File: config.mk
export PLATFORM = sky130hd
export DESIGN_NAME = aux_dual_timer
export DESIGN_NICKNAME = d
export VERILOG_FILES = /design/src/rtl/aux_tmr_pkg.sv /design/src/rtl/aux_tmr_rst_sync.sv /design/src/rtl/aux_tmr_decode.sv /design/src/rtl/aux_tmr_chan.sv /design/src/rtl/aux_dual_timer.sv
export SDC_FILE = /design/constraint.sdc
export NUM_CORES = 1
export LEC_CHECK = 0
export BUFFER_PORTS_ARGS = -buffer_cell sky130_fd_sc_hd__buf_4
export CORE_ASPECT_RATIO = 0.9
export CORE_MARGIN = 2
export CORE_UTILIZATION = 45
export DETAILED_ROUTE_END_ITERATION = 10
export PLACE_DENSITY_LB_ADDON = 0.1
export SLEW_MARGIN = 5
export SYNTH_ARGS = -nofsm -noshare
export SYNTH_HDL_FRONTEND = slang
export SYNTH_HIERARCHICAL = 1
export SYNTH_SLANG_ARGS = --single-unit
File: constraint.sdc
create_clock -name clk -period 4.1 [get_ports clk]
set_input_delay 0.205 -clock clk [delete_from_list [all_inputs] [get_ports clk]]
set_output_delay 0.205 -clock clk [all_outputs]
set_load 0.02 [all_outputs]
File: src/rtl/aux_tmr_pkg.sv
package aux_tmr_pkg;
  // Control register layout: bit 1 run-only qualifier, bit 0 interrupt enable.
  typedef struct packed {
    logic run_only;
    logic irq_en;
  } tmr_ctrl_t;

  typedef enum logic [1:0] {
    SEL_NONE = 2'd0,
    SEL_CNT  = 2'd1,
    SEL_CTRL = 2'd2,
    SEL_LIM  = 2'd3
  } reg_sel_e;
endpackage

File: src/rtl/aux_tmr_rst_sync.sv
module aux_tmr_rst_sync (
  input  logic clk,
  input  logic rst_n_i,
  output logic rst_n_o
);
  logic [1:0] sync_q;

  always_ff @(posedge clk or negedge rst_n_i) begin
    if (!rst_n_i) sync_q <= 2'b00;
    else          sync_q <= {sync_q[0], 1'b1};
  end

  assign rst_n_o = sync_q[1];
endmodule

File: src/rtl/aux_tmr_decode.sv
module aux_tmr_decode
  import aux_tmr_pkg::*;
#(
  parameter int unsigned ADDR_W = 12,
  parameter logic [ADDR_W-1:0] BASE = '0
) (
  input  logic [ADDR_W-1:0] addr_i,
  output reg_sel_e          sel_o
);
  localparam logic [ADDR_W-1:0] ADDR_CNT  = BASE;
  localparam logic [ADDR_W-1:0] ADDR_CTRL = BASE + ADDR_W'(1);
  localparam logic [ADDR_W-1:0] ADDR_LIM  = BASE + ADDR_W'(2);

  always_comb begin
    if (addr_i == ADDR_CNT)       sel_o = SEL_CNT;
    else if (addr_i == ADDR_CTRL) sel_o = SEL_CTRL;
    else if (addr_i == ADDR_LIM)  sel_o = SEL_LIM;
    else                          sel_o = SEL_NONE;
  end
endmodule

File: src/rtl/aux_tmr_chan.sv
module aux_tmr_chan
  import aux_tmr_pkg::*;
#(
  parameter int unsigned DATA_W = 32
) (
  input  logic              clk,
  input  logic              rst_n,
  input  logic              halt_i,
  input  logic              we_cnt_i,
  input  logic              we_ctrl_i,
  input  logic              we_lim_i,
  input  logic [DATA_W-1:0] wdata_i,
  output logic [DATA_W-1:0] cnt_o,
  output logic [DATA_W-1:0] lim_o,
  output tmr_ctrl_t         ctrl_o,
  output logic              irq_o
);
  logic [DATA_W-1:0] cnt_q, cnt_d, lim_q;
  tmr_ctrl_t         ctrl_q;
  logic              irq_q, irq_d;
  logic              step, at_lim, cnt_en, irq_en;

  // Next-state logic
  always_comb begin
    step   = ~ctrl_q.run_only | ~halt_i;
    at_lim = (cnt_q == lim_q);
    cnt_en = we_cnt_i | step;
    if (we_cnt_i)    cnt_d = wdata_i;
    else if (at_lim) cnt_d = '0;
    else             cnt_d = cnt_q + DATA_W'(1);
    irq_en = we_ctrl_i | (step & ~we_cnt_i & at_lim & ctrl_q.irq_en);
    irq_d  = ~we_ctrl_i;
  end

  // Registers
  always_ff @(posedge clk or negedge rst_n) begin
    if (!rst_n) begin
      cnt_q  <= '0;
      lim_q  <= '0;
      ctrl_q <= '0;
      irq_q  <= 1'b0;
    end else begin
      if (cnt_en)    cnt_q  <= cnt_d;
      if (we_lim_i)  lim_q  <= wdata_i;
      if (we_ctrl_i) ctrl_q <= tmr_ctrl_t'(wdata_i[1:0]);
      if (irq_en)    irq_q  <= irq_d;
    end
  end

  assign cnt_o  = cnt_q;
  assign lim_o  = lim_q;
  assign ctrl_o = ctrl_q;
  assign irq_o  = irq_q;
endmodule

File: src/rtl/aux_dual_timer.sv
module aux_dual_timer
  import aux_tmr_pkg::*;
#(
  parameter int unsigned DATA_W  = 32,
  parameter int unsigned ADDR_W  = 12,
  parameter logic [ADDR_W-1:0] T0_BASE = 12'h021,
  parameter logic [ADDR_W-1:0] T1_BASE = 12'h100
) (
  input  logic              clk,
  input  logic              rst_n,
  input  logic              halt_i,
  input  logic              aux_we_i,
  input  logic [ADDR_W-1:0] aux_addr_i,
  input  logic [DATA_W-1:0] aux_wdata_i,
  output logic [DATA_W-1:0] aux_rdata_o,
  output logic [1:0]        irq_o
);
  localparam int unsigned NUM_TMR = 2;
  localparam int unsigned CTRL_W  = $bits(tmr_ctrl_t);

  logic              rst_sync_n;
  logic [DATA_W-1:0] rd_ch [NUM_TMR];

  aux_tmr_rst_sync u_rst_sync (
    .clk     (clk),
    .rst_n_i (rst_n),
    .rst_n_o (rst_sync_n)
  );

  for (genvar g = 0; g < NUM_TMR; g++) begin : g_tmr
    localparam logic [ADDR_W-1:0] BASE = (g == 0) ? T0_BASE : T1_BASE;
    reg_sel_e          sel;
    logic [DATA_W-1:0] cnt, lim;
    tmr_ctrl_t         ctrl;

    aux_tmr_decode #(.ADDR_W(ADDR_W), .BASE(BASE)) u_dec (
      .addr_i (aux_addr_i),
      .sel_o  (sel)
    );

    aux_tmr_chan #(.DATA_W(DATA_W)) u_chan (
      .clk       (clk),
      .rst_n     (rst_sync_n),
      .halt_i    (halt_i),
      .we_cnt_i  (aux_we_i && sel == SEL_CNT),
      .we_ctrl_i (aux_we_i && sel == SEL_CTRL),
      .we_lim_i  (aux_we_i && sel == SEL_LIM),
      .wdata_i   (aux_wdata_i),
      .cnt_o     (cnt),
      .lim_o     (lim),
      .ctrl_o    (ctrl),
      .irq_o     (irq_o[g])
    );

    always_comb begin
      unique case (sel)
        SEL_CNT:  rd_ch[g] = cnt;
        SEL_CTRL: rd_ch[g] = {{(DATA_W-CTRL_W){1'b0}}, ctrl};
        SEL_LIM:  rd_ch[g] = lim;
        default:  rd_ch[g] = '0;
      endcase
    end
  end

  always_comb begin
    aux_rdata_o = '0;
    for (int i = 0; i < NUM_TMR; i++) aux_rdata_o = aux_rdata_o | rd_ch[i];
  end
endmodule

[Word level (Yosys, flattened, before mapping)]
Index checks and enable logic that the tools add are counted.
Cells by class
  equality and inequality tests: 14
  add/subtract/negate cells: 2
  reduce and logical (&&, ||, !) cells: 6
  muxes and demuxes: 12
  bitwise gates (word level): 20
Operators with widths (number)
  case mux 32 bit (3 select lines): 2
  2-to-1 mux 32 bit: 4
  adder 32 x 1 -> 32 bit, second input constant: 2
  equality test 32 bit: 2
  equality test 12 x 6 -> 1 bit, second input constant: 3
  equality test 12 x 9 -> 1 bit, second input constant: 3
  bitwise OR 32 bit: 1
  2-to-1 mux 2 bit: 6
  equality test 2 bit, second input constant: 4
  NOT 1 bit: 7
  AND 1 bit: 6
  logical AND 1 bit: 6
  bitwise OR 1 bit: 6
  equality test 2 x 1 -> 1 bit, second input constant: 2
Storage, ports and cells
  output and inout port bits: 34
  bits of input ports: 48
  bits in registers: 136

[Logic depth before layout (Yosys ltp)]
  depth after elaboration: 11
  depth in mapped cells: 11
  gate-level depth less buffers: 8

[Hierarchy]
The synthesis kept the hierarchy.
Modules (own cells, without submodules)
  aux_tmr_chan: instances 2, area each 4027.6 um^2, cells an instance 418
  aux_dual_timer: instances 1, area each 1047.3 um^2, cells an instance 127
  aux_tmr_decode at g_tmr[1].u_dec: instances 1, area each 57.6 um^2, cells an instance 6
  aux_tmr_rst_sync: instances 1, area each 53.8 um^2, cells an instance 3
  aux_tmr_decode at g_tmr[0].u_dec: instances 1, area each 42.5 um^2, cells an instance 6

[Least setup slack after synthesis]
No wires, ideal clock.
  path type: input to register
  from: in aux_addr_i[7]
  to: reg g_tmr[1].u_chan.cnt_q[30]
  arrival time: 2.640 ns
  stages on the path: 10
  slack: 1.380 ns
  library setup time: 0.079 ns
  path through: or4_1 nor4_2 nor2b_1 clkbuf_1 buf_2 and2_1 clkbuf_1 clkbuf_1 a21oi_1 a2bb2oi_1
Between the ends
  word-level cells in the longest chain between the ends: 7
  elaborated cells between the ends (all ways): 10
  classes of those cells: eq/ne (4); mux (4); bitwise (1); reduce/logical (1)
RTL lines
  from (decl): RTL line aux_dual_timer.sv:13  | input logic [ADDR_W-1:0] aux_addr_i,
  equality test 12 x 9 -> 1 bit: RTL line aux_tmr_decode.sv:17  | else if (addr_i == ADDR_LIM) sel_o = SEL_LIM;
  2-to-1 mux 2 bit: RTL line aux_tmr_decode.sv:17
  2-to-1 mux 2 bit: RTL line aux_tmr_decode.sv:16  | else if (addr_i == ADDR_CTRL) sel_o = SEL_CTRL;
  2-to-1 mux 2 bit (*): RTL line aux_tmr_decode.sv:15  | if (addr_i == ADDR_CNT) sel_o = SEL_CNT;
  named net g_tmr[1].sel[0]: RTL line aux_dual_timer.sv:32  | reg_sel_e sel;
  equality test 2 x 1 -> 1 bit (*): RTL line aux_dual_timer.sv:45  | .we_cnt_i (aux_we_i && sel == SEL_CNT),
  logical AND 1 bit (*): RTL line aux_dual_timer.sv:45
  2-to-1 mux 32 bit or bitwise OR 1 bit (tied branches): RTL line aux_tmr_chan.sv:28, aux_tmr_chan.sv:27
  to (signal assigned): RTL line aux_tmr_chan.sv:43  | if (cnt_en) cnt_q <= cnt_d;
  to (decl): RTL line aux_tmr_chan.sv:18  | logic [DATA_W-1:0] cnt_q, cnt_d, lim_q;
Mark *: on every way through the listed nets, which the timed path passes. The rest lies on a longest branch.
A chain may end at the register's enable or synchronous reset.

[Final worst setup path]
  from: reg g_tmr[0].u_chan.cnt_q[4]
  to: reg g_tmr[0].u_chan.cnt_q[21]
Between the ends
  word-level cells in the longest chain between the ends: 3
  elaborated cells between the ends (all ways): 4
  classes of those cells: add/sub (1); eq/ne (1); mux (2)
RTL lines
  from (decl): RTL line aux_tmr_chan.sv:18
  from (signal assigned): RTL line aux_tmr_chan.sv:43
  adder 32 x 1 -> 32 bit or equality test 32 bit (tied branches): RTL line aux_tmr_chan.sv:30, aux_tmr_chan.sv:26
  2-to-1 mux 32 bit (*): RTL line aux_tmr_chan.sv:29  | else if (at_lim) cnt_d = '0;
  2-to-1 mux 32 bit (*): RTL line aux_tmr_chan.sv:28  | if (we_cnt_i) cnt_d = wdata_i;
Every way passes the cells marked *; elsewhere a longest branch is shown, timed or not.

==> impl_metrics.yaml <==
status:
  status: "finished, final reports clean"
yosys:
  synth-warning-count: 6
  netlist.area_leader.share_pct: 36.77
  syn_avg_cell_area_sq_um: 9.465
  ys_ff_latch: 136
  synth_fp_nets: 1028
  synth_area_sq_um: 9256
  synth-main-ff-cell: "dfrtp_1"
  synth_edf_count: 0
  synth_cell_type_count: 59
  synth_top_area_cell: "dfrtp_1"
  synthesis.instances: 978
  async_flop_share_pct: 100.0
  synth_most_common_cell: "dfrtp_1"
  yosysSeqAreaShare_pct: 36.77
  synthTopCellsByArea: "dfrtp_1 (37%), mux2_2 (11%), xnor2_1 (6.3%)"
  synthTopCellsByCount: "dfrtp_1 (136), nand2_1 (96), mux2_2 (91), xnor2_1 (67), a21oi_1 (48)"
layout:
  multi_input_area_sq_um: 5300
  areaGrowthSynthToFinish_pct: 14.04
  final_nets: 1068
  drive_gt1_share_pct: 25.80
  num-fill-cells: 1881
  seq_area_sq_um: 3407
  postLayoutCoreUtil_pct: 52.50
  diodes: 0
cts:
  cts_resized: 0
  cts_tree: "built"
  clockRootBuffer: "clkbuf_16"
  clk_latency_ns: 0.43
  clockBufferDepth: 2
  clk_pin_slew_ns: 0.06
  clock-sinks: 136
  cts_inserted_buffers: 17
  ctsHtreeMaxLevel: 4
  cts_setup_buffers: 0
floorplan:
  io_pins: 82
  die_h_um: 140.1
  rows: 49
  core_area_sq_um: 20110
  dieWidth_um: 155.2
  initial_utilization_pct: 46.03
  dieArea_sq_um: 21730
critical_path:
  cp_max_fo: 35
  worstSetupPathType: "register to register"
  cp-end-kind: "register"
  startpoint_type: "register"
  crit_arrival_ns: 3.47
  max_stage_delay_ns: 0.61
  path_cells: "xnor2_1, nand4_1, nor4_4, nand2_2, buf_4, a311oi_1, a211oi_1"
  worstPathRequired_ns: 4.40
  crit_slowest_cell: "nor4_4"
  ff2ff_setup_slack_ns: 0.93
power:
  total_power_uw: 3867
  leakage_uw: 0.004404
  ir_drop_v: 0.0002526
  cellPowerDensity_nw_per_um2: 366.3
min_path:
  hold_class: "input pin to register"
placed_design:
  place_hpwl_um: 21950
  port_buffers: 81
  place_congestion: 0.8615
  dp_slack_ns: 0.9196
sta:
  drv_slew: 0
  hold_ws_ns: 0.04954
  hold_violations: 0
  slew_headroom_pct: 21.74
  setup_viol: 0
  tightest_slew_ns: 1.163
  rsz0062_at_grt: "no"
  totalNegativeSetupSlack_ns: 0
  fin_skew_ns: 0.01221
  finalCritPeriodShare_pct: 77.40
  layout_setup_ws_ns: 0.9265
  min_period_ns: 3.174
  fmax_mhz: 315.1
detailed_routing:
  wl_per_cell_um: 23.43
  routed_wl_um: 30130
  vias: 8152
  dr.first_iter.drc_count: 802
  ant_nets: 0
  firstDrtPassIters: 5
  viasPerCell: 6.339
  drc: 0
grt:
  grt_max_degree: 71
  grt_overflow: 0
  grt_pass1_wl_um: 46370
  grt_pass1_vias: 7466
  antenna_found_initial: 0
  grtUsageTotal_pct: 28.04
run:
  cap_violations: 0
-- logic make-up after synthesis --
group | after synthesis | share of synthesized area (%)
and+or+nand+nor | 338 | 20.18
AOI/OAI and AO/OA | 222 | 16.46
DFF | 136 | 36.77
muxes | 110 | 13.61
buffers and inverters | 102 | 6.326
xor gates and xnor gates | 67 | 6.340
adders and majority gates | 2 | 0.2703
other | 1 | 0.04051
-- per-stage QoR --
stage / instance area, sq um / instances
6_report: 10560 / 1286
5_1_grt: 10560 / 1286
4_1_cts: 10560 / 1286
3_5_place_dp: 9887 / 1253
3_3_place_gp: 9887 / 1253
2_1_floorplan: 9256 / 978
-- routing by layer --
layer / vias to the layer above / GRT usage (%) / wire [um]
met2: 367 / 42.85 / 13600
met1: 4019 / 41.55 / 14030
met4: 0 / 6.663 / 454
met3: 34 / 4.827 / 2046
met5: - / 0 / 0
li1: 3732 / - / -
-- layout make-up --
type	count	share of cell area, %
Clock inverter	10	1.565
Tap cell	255	3.022
Timing Repair Buffer	105	7.609
Sequential cell	136	32.27
Inverter	18	0.6400
Clock buffer	22	4.682
Multi-Input combinational cell	740	50.21
-- flip-flops by register name, indices dropped and copies added, names as in the netlist --
name / cells
g_tmr.u_chan/lim_o: 64
g_tmr.u_chan/ctrl_o: 4
u_rst_sync/sync_q: 2
g_tmr.u_chan/cnt_o: 64
g_tmr.u_chan/irq_o: 2
-- placed cells by master, fill, tap and decap left out, types with 37 or more instances in the layout --
master	Yosys	final
a21oi_1	48	48
nand2_1	96	96
buf_4	4	103
mux2_2	91	91
xnor2_1	67	67
nor2_1	44	44
o21ai_0	42	42
nand3_1	37	37
dfrtp_1	136	135
nand4_1	46	46
-- critical path, delay by kind of cell (launching register included) --
family	cells	cell delay, ns
buffers and inverters	1	0.36
AND/OR/NAND/NOR	3	1.27
flip-flops	1	0.55
AO/OA/AOI/OAI	2	0.44
XOR/XNOR	1	0.41
-- final timing paths --
| check | from | endpoint | depth (start not counted) |
|---|---|---|---|
| setup / recovery | g_tmr[0].u_chan/cnt_o[4]$_DFFE_PN0P_ | g_tmr[0].u_chan/cnt_o[21]$_DFFE_PN0P_ | 7 |
| hold / removal | aux_wdata_i[1] | g_tmr[1].u_chan/cnt_o[1]$_DFFE_PN0P_ | 3 |
| setup reg to reg | g_tmr[0].u_chan/cnt_o[4]$_DFFE_PN0P_ | g_tmr[0].u_chan/cnt_o[21]$_DFFE_PN0P_ | 7 |
| hold reg to reg | u_rst_sync/sync_q[0]$_DFF_PN0_ | u_rst_sync/sync_q[1]$_DFF_PN0_ | 0 |
| max in group asynchronous | u_rst_sync/sync_q[1]$_DFF_PN0_ | g_tmr[0].u_chan/cnt_o[30]$_DFFE_PN0P_ | 1 |
| min in group asynchronous | rst_n | u_rst_sync/sync_q[1]$_DFF_PN0_ | 2 |
-- repair_timing --
action,CTS,global route
endpoints found under the hold margin,2,0
endpoints found under the setup margin,0,0
hold buffers,1,0
-- power by group --
group	switching, uW	internal (uW)	leakage, uW
Clock	632	1100	0.000315
Sequential	193	1410	0.00182
Combinational	311	221	0.00227
No activity file was read; power rests on OpenSTA's default activity.
